===== config.mk =====
export PLATFORM = sky130hd
export DESIGN_NAME = uart_rx_fe
export DESIGN_NICKNAME = d
export VERILOG_FILES = /design/src/rtl/uart_rx_fe_pkg.sv /design/src/rtl/uart_rx_fe_sampler.sv /design/src/rtl/uart_rx_fe_fsm.sv /design/src/rtl/uart_rx_fe_ctrl.sv /design/src/rtl/uart_rx_fe.sv
export SDC_FILE = /design/constraint.sdc
export NUM_CORES = 1
export LEC_CHECK = 0
export BUFFER_PORTS_ARGS = -buffer_cell sky130_fd_sc_hd__buf_2
export CORE_MARGIN = 2
export CORE_UTILIZATION = 45
export CTS_CLUSTER_SIZE = 20
export DETAILED_ROUTE_END_ITERATION = 10
export PLACE_DENSITY_LB_ADDON = 0.08
export SLEW_MARGIN = 10
export SYNTH_ARGS = -nofsm -noshare
export SYNTH_HDL_FRONTEND = slang
export SYNTH_HIERARCHICAL = 1
export SYNTH_SLANG_ARGS = --single-unit

===== constraint.sdc =====
create_clock -name clk_i -period 4.4 [get_ports clk_i]
set_clock_uncertainty 0.15 [all_clocks]
set_input_delay 0 -clock clk_i [delete_from_list [all_inputs] [get_ports clk_i]]
set_output_delay 0 -clock clk_i [all_outputs]
set_load 0.1 [all_outputs]

===== src/rtl/uart_rx_fe_pkg.sv =====
package uart_rx_fe_pkg;
  typedef enum logic {
    RX_IDLE  = 1'b0,
    RX_FRAME = 1'b1
  } rx_state_e;

  // control register bit positions
  localparam int unsigned CB_RI   = 0;
  localparam int unsigned CB_TI   = 1;
  localparam int unsigned CB_RB8  = 2;
  localparam int unsigned CB_TB8  = 3;
  localparam int unsigned CB_REN  = 4;
  localparam int unsigned CB_SM2  = 5;
  localparam int unsigned CB_SM1  = 6;
  localparam int unsigned CB_TOP  = 7;
endpackage


===== src/rtl/uart_rx_fe_sampler.sv =====
module uart_rx_fe_sampler #(
  parameter int SYNC_STAGES = 2
) (
  input  logic clk_i,
  input  logic rst_ni,
  input  logic tick_i,
  input  logic rxd_i,
  output logic line_o,
  output logic maj_o
);
  logic [SYNC_STAGES-1:0] sync_q;
  logic [1:0]             hist_q;

  always_ff @(posedge clk_i or negedge rst_ni) begin
    if (!rst_ni) begin
      sync_q <= '1;
      hist_q <= 2'b11;
    end else begin
      sync_q <= {sync_q[SYNC_STAGES-2:0], rxd_i};
      if (tick_i) hist_q <= {hist_q[0], line_o};
    end
  end

  assign line_o = sync_q[SYNC_STAGES-1];
  // on the third sample tick: hist_q[1], hist_q[0] are the two earlier samples
  assign maj_o  = (hist_q[1] & hist_q[0]) | (hist_q[1] & line_o) | (hist_q[0] & line_o);
endmodule


===== src/rtl/uart_rx_fe_fsm.sv =====
module uart_rx_fe_fsm
  import uart_rx_fe_pkg::*;
#(
  parameter int OVERSAMPLE = 16,
  parameter int DATA_BITS  = 8
) (
  input  logic                 clk_i,
  input  logic                 rst_ni,
  input  logic                 tick_i,
  input  logic                 line_i,
  input  logic                 maj_i,
  input  logic                 enable_i,
  input  logic                 nine_bit_i,
  input  logic                 chk_en_i,
  output logic                 done_o,
  output logic                 fe_set_o,
  output logic [DATA_BITS-1:0] data_o,
  output logic                 ninth_o
);
  localparam int CW = $clog2(OVERSAMPLE);
  localparam int IW = $clog2(DATA_BITS + 3);
  localparam logic [CW-1:0] SAMPLE_PT = CW'(OVERSAMPLE / 2 + 1);
  localparam logic [CW-1:0] LAST_TICK = CW'(OVERSAMPLE - 1);
  localparam logic [IW-1:0] IDX_MSB   = IW'(DATA_BITS);
  localparam logic [IW-1:0] IDX_NINTH = IW'(DATA_BITS + 1);
  localparam logic [IW-1:0] IDX_STOP8 = IW'(DATA_BITS + 1);
  localparam logic [IW-1:0] IDX_STOP9 = IW'(DATA_BITS + 2);

  rx_state_e            state_q;
  logic [CW-1:0]        cnt_q;
  logic [IW-1:0]        idx_q;
  logic                 prev_q;
  logic [DATA_BITS-1:0] shift_q;
  logic                 ninth_q;

  logic [IW-1:0] last_idx, stop_idx;
  logic          at_sample, is_stop;

  assign last_idx  = nine_bit_i ? IDX_NINTH : IDX_MSB;
  assign stop_idx  = nine_bit_i ? IDX_STOP9 : IDX_STOP8;
  assign at_sample = (state_q == RX_FRAME) && enable_i && tick_i && (cnt_q == SAMPLE_PT);
  assign is_stop   = at_sample && (idx_q == stop_idx);
  assign done_o    = chk_en_i ? is_stop : (at_sample && (idx_q == last_idx));
  assign fe_set_o  = is_stop && chk_en_i && !maj_i;
  // last data bit is being sampled in this cycle: merge it in
  assign data_o    = (idx_q == IDX_MSB) ? {maj_i, shift_q[DATA_BITS-1:1]} : shift_q;
  assign ninth_o   = (nine_bit_i && idx_q == IDX_NINTH) ? maj_i : ninth_q;

  always_ff @(posedge clk_i or negedge rst_ni) begin
    if (!rst_ni) begin
      state_q <= RX_IDLE;
      cnt_q   <= '0;
      idx_q   <= '0;
      prev_q  <= 1'b0;
      shift_q <= '0;
      ninth_q <= 1'b0;
    end else begin
      unique case (state_q)
        RX_IDLE: begin
          if (tick_i) begin
            prev_q <= line_i;
            if (enable_i && prev_q && !line_i) begin
              state_q <= RX_FRAME;
              cnt_q   <= CW'(1);
              idx_q   <= '0;
            end
          end
        end
        RX_FRAME: begin
          if (!enable_i) begin
            state_q <= RX_IDLE;
            prev_q  <= 1'b0;
          end else if (tick_i) begin
            cnt_q <= (cnt_q == LAST_TICK) ? '0 : cnt_q + CW'(1);
            if (cnt_q == LAST_TICK) idx_q <= idx_q + IW'(1);
            if (at_sample) begin
              if (idx_q == '0) begin
                if (maj_i) begin
                  state_q <= RX_IDLE;
                  prev_q  <= 1'b1;
                end
              end else if (idx_q == stop_idx) begin
                state_q <= RX_IDLE;
                prev_q  <= maj_i;
              end else if (idx_q <= IDX_MSB) begin
                shift_q <= {maj_i, shift_q[DATA_BITS-1:1]};
              end else if (nine_bit_i && idx_q == IDX_NINTH) begin
                ninth_q <= maj_i;
              end
            end
          end
        end
        default: state_q <= RX_IDLE;
      endcase
    end
  end
endmodule


===== src/rtl/uart_rx_fe_ctrl.sv =====
module uart_rx_fe_ctrl
  import uart_rx_fe_pkg::*;
#(
  parameter int DATA_BITS = 8
) (
  input  logic                 clk_i,
  input  logic                 rst_ni,
  input  logic                 wr_i,
  input  logic [7:0]           wdata_i,
  input  logic                 chk_en_i,
  input  logic                 done_i,
  input  logic                 fe_set_i,
  input  logic [DATA_BITS-1:0] data_i,
  input  logic                 ninth_i,
  output logic [7:0]           rdata_o,
  output logic [DATA_BITS-1:0] rx_data_o,
  output logic                 ren_o,
  output logic                 sm0_o,
  output logic                 sm1_o,
  output logic                 fe_o
);
  logic ri_q, ti_q, rb8_q, tb8_q, ren_q, sm2_q, sm1_q, sm0_q, fe_q;
  logic [DATA_BITS-1:0] rx_q;

  always_ff @(posedge clk_i or negedge rst_ni) begin
    if (!rst_ni) begin
      {ri_q, ti_q, rb8_q, tb8_q, ren_q, sm2_q, sm1_q, sm0_q, fe_q} <= '0;
      rx_q <= '0;
    end else begin
      if (wr_i) begin
        ri_q  <= wdata_i[CB_RI];
        ti_q  <= wdata_i[CB_TI];
        rb8_q <= wdata_i[CB_RB8];
        tb8_q <= wdata_i[CB_TB8];
        ren_q <= wdata_i[CB_REN];
        sm2_q <= wdata_i[CB_SM2];
        sm1_q <= wdata_i[CB_SM1];
        if (chk_en_i) fe_q  <= wdata_i[CB_TOP];
        else          sm0_q <= wdata_i[CB_TOP];
      end
      // receiver events override a same-cycle write
      if (done_i && !ri_q) begin
        ri_q <= 1'b1;
        rx_q <= data_i;
        if (sm0_q) rb8_q <= ninth_i;
      end
      if (fe_set_i) fe_q <= 1'b1;
    end
  end

  assign rdata_o   = {chk_en_i ? fe_q : sm0_q, sm1_q, sm2_q, ren_q, tb8_q, rb8_q, ti_q, ri_q};
  assign rx_data_o = rx_q;
  assign ren_o     = ren_q;
  assign sm0_o     = sm0_q;
  assign sm1_o     = sm1_q;
  assign fe_o      = fe_q;
endmodule


===== src/rtl/uart_rx_fe.sv =====
module uart_rx_fe #(
  parameter int OVERSAMPLE  = 16,
  parameter int DATA_BITS   = 8,
  parameter int SYNC_STAGES = 2
) (
  input  logic                 clk_i,
  input  logic                 rst_ni,
  input  logic                 tick16_i,
  input  logic                 rxd_i,
  input  logic                 fe_chk_en_i,
  input  logic                 reg_wr_i,
  input  logic [7:0]           reg_wdata_i,
  output logic [7:0]           reg_rdata_o,
  output logic [DATA_BITS-1:0] rx_data_o
);
  logic line_s, maj_s;
  logic done_s, fe_set_s, ninth_s;
  logic [DATA_BITS-1:0] data_s;
  logic ren_q, sm0_q, sm1_q, fe_q;
  logic rx_enable;

  assign rx_enable = ren_q & (sm0_q | sm1_q);

  uart_rx_fe_sampler #(.SYNC_STAGES(SYNC_STAGES)) u_sampler (
    .clk_i  (clk_i),
    .rst_ni (rst_ni),
    .tick_i (tick16_i),
    .rxd_i  (rxd_i),
    .line_o (line_s),
    .maj_o  (maj_s)
  );

  uart_rx_fe_fsm #(.OVERSAMPLE(OVERSAMPLE), .DATA_BITS(DATA_BITS)) u_fsm (
    .clk_i      (clk_i),
    .rst_ni     (rst_ni),
    .tick_i     (tick16_i),
    .line_i     (line_s),
    .maj_i      (maj_s),
    .enable_i   (rx_enable),
    .nine_bit_i (sm0_q),
    .chk_en_i   (fe_chk_en_i),
    .done_o     (done_s),
    .fe_set_o   (fe_set_s),
    .data_o     (data_s),
    .ninth_o    (ninth_s)
  );

  uart_rx_fe_ctrl #(.DATA_BITS(DATA_BITS)) u_ctrl (
    .clk_i     (clk_i),
    .rst_ni    (rst_ni),
    .wr_i      (reg_wr_i),
    .wdata_i   (reg_wdata_i),
    .chk_en_i  (fe_chk_en_i),
    .done_i    (done_s),
    .fe_set_i  (fe_set_s),
    .data_i    (data_s),
    .ninth_i   (ninth_s),
    .rdata_o   (reg_rdata_o),
    .rx_data_o (rx_data_o),
    .ren_o     (ren_q),
    .sm0_o     (sm0_q),
    .sm1_o     (sm1_q),
    .fe_o      (fe_q)
  );
endmodule


==> impl_metrics.yaml, run 1 <==
outcome:
  status: "completed"
worst_hold_path:
  worstHoldStart: "u_sampler/sync_q[0]"
  worst_hold_path_type: "flop to flop"
  min_to: "u_sampler/sync_q[1]"
  whs_path_depth: 0
floorplanning:
  coreArea_um2: 4414
  die_h_um: 72.33
  rows: 24
  die-area_um2: 5231
  ios: 30
  die_w_um: 72.33
  initial_utilization: 0.4759
cts:
  cts_tree: "built"
  cts-root-buf: "clkbuf_8"
  cts_max_path_buffers: 2
  numCtsBuffers: 5
  cts_resized: 0
  path_clk_slew_ps: 70
  clk-insertion-delay-late_ps: 280
  numClockSinks: 40
  post_cts_buffers: 0
  htreeDepth: 2
logic_synthesis:
  yosys-top-cells-area: "dfrtp_1 (43%), mux2_2 (19%), dfstp_2 (5.0%), ha_1 (3.0%), buf_4 (2.5%)"
  synth_area_leader_cell: "dfrtp_1"
  synth_top_family_by_area: "multiplexers"
  yosysSeqAreaShare: 0.4789
  synth_xor_area_frac: 0.008338
  synth_top_area_frac: 0.4288
  async_flop_share: 1.000
  muxShareOfSynthArea: 0.2210
  avgSynthCellArea_um2: 12.43
  netlist_instances: 169
  yosys_warnings: 6
  synth.ff_latch_count: 40
  synth_area_um2: 2101
  yosysUniqueCellTypes: 53
  synth_simple_gate_area_frac: 0.1108
  synth_compound_area_frac: 0.09470
  synth_ff_type: "dfrtp_1"
  synthAdderAreaFrac: 0.03514
  synth_nets: 188
  synth_edf_count: 0
worst_setup_path:
  worst_ep_arrival_time_ps: 3150
  cp.required_ps: 4470
  path_max_fanout: 11
  r2r_end: "u_ctrl/ri_q"
  critPathLaunchType: "flop"
  cp_cell_sequence: "o21a_1 -> and3b_1 -> and4_1 -> and3_1 -> nor2b_1 -> a211o_2 -> dlygate4sd3_1"
  path_class: "flop to flop"
  slowest_delay_ps: 640
  reg2reg_from: "u_ctrl/sm0_o"
  rrSetupSlack_ps: 1320
  crit_path_end_kind: "flop"
  r2r_cells: 7
  slowest_stage: "nor2b_1"
power_and_ir_drop:
  swShare: 0.3085
  p_leak_nw: 1.184
  p_switching_uw: 271.7
  seqPwrFrac: 0.485
  p_int_uw: 609.1
  ir_drop_mv: 0.2122
  p_clk_frac: 0.296
  power.share.combinational: 0.219
  cellPowerDensity_nw_per_um2: 353.4
cells_and_area:
  fin_util: 0.5646
  area_delta_synth_final_pct: 18.64
  num_antenna_cells: 0
  nNetsFinal: 229
  drive_above_1_share: 0.4076
timing:
  fin_crit_ps: 3081
  slew_headroom: 0.4005
  rsz0062_at_grt: "no"
  hold_viol: 0
  worst_slew_pin_slew_ps: 899.2
  max_clock_freq_mhz: 324.5
  fin_crit_sh: 0.7003
  timing.setup.tns_ps: 0
  slew_violations: 0
  setup_viol: 0
place:
  globalplace.congestion: 0.8299
  portBuffers: 29
  dpl.hpwl_um: 2702
job:
  maxCapViolations: 0
global_route:
  grt_pass1_vias: 1423
  grt_antenna_before_repair: 0
  grt_max_degree: 41
  grt_use_total: 0.1648
  grt_pass1_wl_um: 6658
  gr-total-overflow: 0
route:
  drt_pass1_iterations: 4
  viasPerCell: 5.468
  drc: 0
  vias: 1438
  dr.first_iter.drc_count: 62
  wl_per_cell_um: 14.84
  totalWireLength_um: 3903
  antenna_left: 0
[worst max-delay path by stage]
stage                   start             endpoint  slack (ps)
2_1_floorplan  u_fsm/idx_q[0]     u_fsm/shift_q[0]        2200
3_3_place_gp     u_ctrl/sm0_o  u_ctrl/rx_data_o[7]        1680
3_5_place_dp     u_ctrl/sm0_o  u_ctrl/rx_data_o[4]        1590
4_1_cts          u_ctrl/sm0_o          u_ctrl/ri_q        1310
5_1_grt          u_ctrl/sm0_o          u_ctrl/ri_q        1090
6_report         u_ctrl/sm0_o          u_ctrl/ri_q        1320
[cells in the final DEF, fill, tap and decap left out, drive strengths merged, types with 5 or more instances in the layout]
cell	n
nand2	7
o21ai	5
inv	5
clkbuf	8
buf	29
ha	5
dlygate4sd3	17
mux2	37
dfrtp	36
[flip-flops by register name, summed over array words and instances (netlist names), 2 cells and up]
signal and cells:
u_ctrl/rx_data_o 8, u_sampler/hist_q 2, u_fsm/shift_q 8, u_fsm/cnt_q 4, u_sampler/sync_q 2, u_fsm/idx_q 4
[logic make-up after synthesis]
logic type / Yosys count
multiplexers: 41
flip-flops: 40
AND/OR/NAND/NOR: 36
AO/OA/AOI/OAI: 27
buffers and inverters: 17
adder cells (fa/ha/maj): 6
XOR/XNOR: 2
[stage by stage]
step | setup WS, ps | instances | hold WS [ps] | cell area, µm² | power [mW]
6_report | 1319 | 263 | 207.7 | 2492 | 0.8808
5_1_grt | 1094 | 263 | 211.1 | 2492 | 0.9358
4_1_cts | 1308 | 262 | 4.515 | 2482 | 0.8919
3_5_place_dp | 1593 | 238 | -42.86 | 2222 | 0.6123
3_3_place_gp | 1681 | 238 | -44.09 | 2222 | 0.6085
2_1_floorplan | 2205 | 169 | -445.6 | 2101 | 0.5752
[power by group through the flow]
stage	Clock, mW	Sequential, mW	Combinational [mW]
floorplan	0	0.425	0.150
global placement	0	0.431	0.177
detailed placement	0	0.433	0.179
CTS	0.272	0.427	0.193
global route	0.292	0.434	0.210
finish	0.261	0.427	0.193
[cells in the mapped netlist, types with 2 or more instances]
library cell,count
buf_2,2
mux2_4,2
and2b_1,2
o31ai_1,2
and3_1,2
nand2_1,7
ha_1,5
nand3_1,4
a211oi_1,2
a31oi_1,2
o21ai_0,4
dfrtp_1,36
a311o_1,2
buf_4,7
buf_6,2
mux2_2,35
nor2_1,3
mux2i_1,4
dfstp_2,4
and3b_1,3
a21oi_1,4
inv_1,4
[cell type report]
class	count	area, µm²
Sequential cell	40	1006
Multi-Input combinational cell	112	987.2
Clock buffer	8	100.1
Fill cell	372	1922
Inverter	5	18.77
Tap cell	52	65.06
Timing Repair Buffer	46	315.3
[timing repair]
action	4_1_cts	5_1_grt
hold endpoints to repair	49	1
hold buffers	16	1
endpoints found under the setup margin	0	0
[worst max-delay path: cells and delay by family (launching register included)]
kind / cells / cell delay [ps]
simple gates: 4 / 1390
compound gates: 2 / 400
flops: 1 / 530
buf+inv: 1 / 540
[routing by layer]
| metal | wire length, µm | GRT usage |
|---|---|---|
| met1 | 1826 | 0.2161 |
| met2 | 1897 | 0.2722 |
| met3 | 162 | 0.04583 |
| met4 | 17 | 0.03774 |
| met5 | 0 | 0 |
Power figures use the tool's default switching activity.
==> inputs of run 2 (changes only) <==
ABC_AREA = 1   (was default)
clock period = 3.13 ns   (was 4.4 ns; I/O delays follow)
==> impl_metrics.yaml, run 2 <==
timing:
  hold_viol: 0
  slew_headroom: 0.4043
  slew_violations: 0
  fin_crit_sh: 0.8324
  setup_viol: 0
  max_clock_freq_mhz: 383.8
  worst_slew_pin_slew_ps: 893.6
  timing.setup.tns_ps: 0
  rsz0062_at_grt: "no"
  fin_crit_ps: 2605
route:
  antenna_left: 0
  wl_per_cell_um: 11.28
  vias: 1759
  dr.first_iter.drc_count: 69
  totalWireLength_um: 4164
  viasPerCell: 4.767
  drt_pass1_iterations: 5
  drc: 0
floorplanning:
  rows: 25
  ios: 30
  coreArea_um2: 4661
  die_w_um: 72.87
  initial_utilization: 0.4580
  die_h_um: 72.87
  die-area_um2: 5310
cells_and_area:
  nNetsFinal: 334
  final_area_um2: 2547
  fill_cells: 448
  final_common_cell: "nand2_1"
  seq_area_um2: 1006
  drive_above_1_share: 0.1937
  multi_input_area_um2: 914.6
  num_antenna_cells: 0
  area_delta_synth_final_pct: 19.34
  final_cell_mix: "nand2_1 (92), dfrtp_1 (36), buf_2 (29)"
  fin_util: 0.5466
power_and_ir_drop:
  ir_drop_mv: 0.2577
  p_leak_nw: 1.321
  cellPowerDensity_nw_per_um2: 538.3
  power_mw: 1.371
place:
  dpl.hpwl_um: 2754
  placed_cell_area_um2: 2246
  portBuffers: 29
  globalplace.congestion: 0.7925
worst_setup_path:
  path_max_fanout: 11
  crit_path_end_kind: "flop"
  cp_cell_sequence: "nor2_1 -> nor2_1 -> nand2_1 -> nor2_1 -> nand2_1 -> a21oi_2 -> nand2_2 -> o211ai_1 -> dlygate4sd3_1"
  slowest_stage: "dlygate4sd3_1"
  reg2reg_from: "u_ctrl/sm0_o"
  critPathLaunchType: "flop"
  startpoint: "u_ctrl/sm0_o"
  path_class: "flop to flop"
  crit_top_cell: "nor2_1"
  slowest_delay_ps: 560
  worst_ep_arrival_time_ps: 2680
  cp.required_ps: 3200
logic_synthesis:
  synth.ff_latch_count: 40
  yosysSeqAreaShare: 0.4713
  yosysUniqueCellTypes: 26
  yosysMostFrequentCell: "nand2_1"
  synthTopCellsByCount: "nand2_1 (92), dfrtp_1 (36), inv_1 (27), o21ai_0 (19), nand3_1 (18)"
  yosys_warnings: 6
  netlist_instances: 270
  async_flop_share: 1.000
  synth_ff_type: "dfrtp_1"
  avgSynthCellArea_um2: 7.906
  synth_top_area_frac: 0.4220
  synth_area_leader_cell: "dfrtp_1"
  synth_area_um2: 2135
  synth_edf_count: 0
  synth_nets: 289
  yosys-top-cells-area: "dfrtp_1 (42%), nand2_1 (16%), dfstp_2 (4.9%), inv_1 (4.7%), o21ai_0 (4.5%)"
outcome:
  status: "completed"
job:
  maxCapViolations: 0
cts:
  cts-root-buf: "clkbuf_8"
  cts_max_path_buffers: 2
  htreeDepth: 2
  numCtsBuffers: 5
  numClockSinks: 40
  path_clk_slew_ps: 70
  cts_tree: "built"
  clk-insertion-delay-late_ps: 290
worst_hold_path:
  worst_hold_path_type: "primary input to flop"
  worstHoldStart: "reg_wr_i"
global_route:
  grt_pass1_wl_um: 7086
  grt_use_total: 0.1739
  grt_antenna_before_repair: 0
  grt_pass1_vias: 1623
  gr-total-overflow: 0
  grt_max_degree: 41
[run 2: cell count changes in the layout (fill, tap and decap cells not counted), moves of 4 or more]
cell and delta:
inv_1 +23, o21ai_2 +6, nand3_1 +14, nor2_1 +14, o21ai_0 +15, mux2_2 -35
mux2i_1 -4, nand2_1 +85, dlygate4sd3_1 +5, nand4_1 +4
[run 2: layout make-up]
type	instances	area share
flip-flops and latches	40	0.3949
multi-input cells	186	0.3590
repair buffers	51	0.1434
inverters	31	0.04568
clock buffers	6	0.02849
well taps	54	0.02652
clock inverters	1	0.001965
[run 2: metrics by stage]
step | worst slack (ps) | cells | hold slack, ps
floorplan | 1425 | 270 | -445.6
global placement | 851.1 | 340 | -44.99
detailed placement | 707.2 | 340 | -43.60
CTS | 215.1 | 369 | 13.59
global route | 247.3 | 369 | 41.24
finish | 524.7 | 369 | 20.86
[run 2: layer usage]
layer | GRT usage | share of wire | vias up
met5 | 0 | 0 | -
met4 | 0.06790 | 0.016 | 0
met3 | 0.04144 | 0.037 | 7
met2 | 0.2657 | 0.42 | 37
met1 | 0.2394 | 0.52 | 783
li1 | - | - | 932
[run 2: cell families (layout without fill, tap and decap cells)]
| group | Yosys count | after routing | synth area share |
|---|---|---|---|
| AOI/OAI and AO/OA | 37 | 37 | 0.1038 |
| xor gates and xnor gates | 1 | 1 | 0.004104 |
| adders and majority gates | 5 | 5 | 0.02931 |
| buffers and inverters | 44 | 89 | 0.1020 |
| DFF | 40 | 40 | 0.4713 |
| and+or+nand+nor | 143 | 143 | 0.2896 |
[run 2: worst max-delay path, delay by kind of cell, from the launching register on]
kind | cells | cell delay, ps
AND/OR/NAND/NOR | 6 | 790
flip-flops | 1 | 490
AO/OA/AOI/OAI | 2 | 550
buffers and inverters | 1 | 560
[run 2: final timing paths]
check,end,slack (ps),cells after the start
max,u_ctrl/ri_q,520,9
min reg2reg,u_sampler/sync_q[1],210,0
min in group asynchronous,u_fsm/shift_q[1],240,2
min,u_ctrl/rb8_q,20,5
max reg2reg,u_ctrl/ri_q,520,9
max in group asynchronous,u_ctrl/rx_data_o[2],2040,2
[run 2: repair_timing]
| item | CTS | global route |
|---|---|---|
| hold buffers | 22 | 0 |
| resized for setup | 0 | 1 |
| endpoints found under the setup margin | 0 | 1 |
| endpoints found under the hold margin | 51 | 0 |
| setup buffers | 0 | 0 |
[run 2: power breakdown]
group,leakage (nW),internal (mW),total [mW],switching (mW)
clock network,0.0410,0.151,0.318,0.167
registers,0.508,0.579,0.646,0.0674
logic,0.772,0.128,0.407,0.279
total,1.32,0.858,1.37,0.513
==> inputs of run 3 (changes only) <==
clock period = 2.7 ns   (was 3.13 ns; I/O delays follow)
==> impl_metrics.yaml, run 3 (synthesis results as in run 2) <==
outcome:
  status: "completed"
place:
  dpl.hpwl_um: 2816
  globalplace.congestion: 0.8139
  portBuffers: 29
  pre_cts_ws_ps: 709.0
  placedCellCount: 341
cts:
  clk-insertion-delay-late_ps: 290
  htreeDepth: 2
  numClockSinks: 40
  path_clk_slew_ps: 70
  cts-root-buf: "clkbuf_8"
  post_cts_buffers: 0
  cts_tree: "built"
  numCtsBuffers: 5
  cts_max_path_buffers: 2
timing:
  setup_viol: 0
  max_clock_freq_mhz: 414.3
  timing.setup.tns_ps: 0
  fin_crit_ps: 2414
  worst_slack_ps: 286.3
  hold_viol: 0
  slew_violations: 0
  worst_slew_pin_slew_ps: 881.5
  fin_crit_sh: 0.8940
  slew_headroom: 0.4123
  rsz0062_at_grt: "no"
worst_setup_path:
  path_depth: 10
  crit_top_cell: "nor2_1"
  path_class: "flop to flop"
  cp_cell_sequence: "nor2_1 -> nor2_1 -> nand2_1 -> nor2_1 -> nand2_1 -> a21oi_1 -> buf_4 -> nand2_2 -> o211ai_1 -> dlygate4sd3_1"
  slowest_delay_ps: 560
  slowest_stage: "dlygate4sd3_1"
  path_max_fanout: 10
  critPathBufInv: 2
  crit_path_end_kind: "flop"
  critPathLaunchType: "flop"
  worst_ep_arrival_time_ps: 2490
  r2r_cells: 10
  crit_family: "buffers and inverters"
  cp.required_ps: 2780
route:
  wl_per_cell_um: 11.40
  totalWireLength_um: 4218
  dr.first_iter.drc_count: 86
  drt_pass1_iterations: 4
  viasPerCell: 4.830
  vias: 1787
  antenna_left: 0
  drc: 0
global_route:
  grt_antenna_before_repair: 0
  grt_use_total: 0.1736
  grt_pass1_wl_um: 7134
  grt_max_degree: 41
  gr-total-overflow: 0
  grt_pass1_vias: 1577
cells_and_area:
  num_antenna_cells: 0
  fin_cells: 370
  drive_above_1_share: 0.1962
  final_cell_mix: "nand2_1 (92), dfrtp_1 (35), buf_2 (29)"
  final_common_cell: "nand2_1"
  nNetsFinal: 335
  area_delta_synth_final_pct: 19.58
power_and_ir_drop:
  p_leak_nw: 1.325
  ir_drop_mv: 0.3256
  cellPowerDensity_nw_per_um2: 623.8
floorplanning:
  ios: 30
  initial_utilization: 0.4580
  die-area_um2: 5310
  coreArea_um2: 4661
  die_w_um: 72.87
  die_h_um: 72.87
  rows: 25
job:
  maxCapViolations: 0
worst_hold_path:
  worst_hold_path_type: "primary input to flop"
  whs_path_depth: 5
==> run 3: cell type report <==
cell class                 count  area, µm²
fill                         454       2108
sequential                    40       1007
multi-input combinational    186      910.9
timing repair buffer          52      372.9
inverter                      31      116.4
clock buffer                   6      72.57
tap                           54      67.56
clock inverter                 1      5.005
==> run 3: what timing repair did <==
item / CTS / global route
hold buffers: 22 / 0
hold endpoints to repair: 50 / 0
resized for setup: 0 / 1
endpoints found under the setup margin: 0 / 1
==> run 3: final timing paths <==
kind,start,endpoint,slack (ps)
hold / removal,reg_wr_i,u_ctrl/rb8_q,20
max in group asynchronous,rst_ni,u_ctrl/sm0_o,1580
min in group asynchronous,rst_ni,u_fsm/ninth_q,220
hold reg to reg,u_sampler/sync_q[0],u_sampler/sync_q[1],210
setup / recovery,u_ctrl/sm0_o,u_ctrl/ri_q,290
setup reg to reg,u_ctrl/sm0_o,u_ctrl/ri_q,290
==> run 3: power breakdown <==
part           internal, mW  switching (mW)  total, mW
sequential            0.671          0.0776      0.749
combinational         0.147           0.326      0.473
clock                 0.176           0.195      0.371
==> run 3: metal layers <==
metal / vias to the layer above / GRT usage / wire, µm
li1: 937 / - / -
met1: 794 / 0.2414 / 2150
met2: 46 / 0.2616 / 1827
met3: 10 / 0.04144 / 155
met4: 0 / 0.06790 / 85
met5: - / 0 / 0
==> run 3: worst register-to-register path, cell delays in order, from the launching register on <==
cell and delay (ps):
dfrtp_2 440, nor2_1 50, nor2_1 130, nand2_1 90, nor2_1 110, nand2_1 160, a21oi_1 210, buf_4 200
nand2_2 130, o211ai_1 120, dlygate4sd3_1 560
==> run 3: metrics by stage <==
stage               hold slack [ps]  power [mW]  area, µm²    util
detailed placement           -43.60       1.201       2253  0.4835
floorplan                    -445.6       1.114       2135       -
finish                        18.27       1.592       2552  0.5477
global route                  67.22       1.693       2552  0.5477
CTS                           15.38       1.610       2551  0.5474
global placement             -44.88       1.200       2253  0.4835
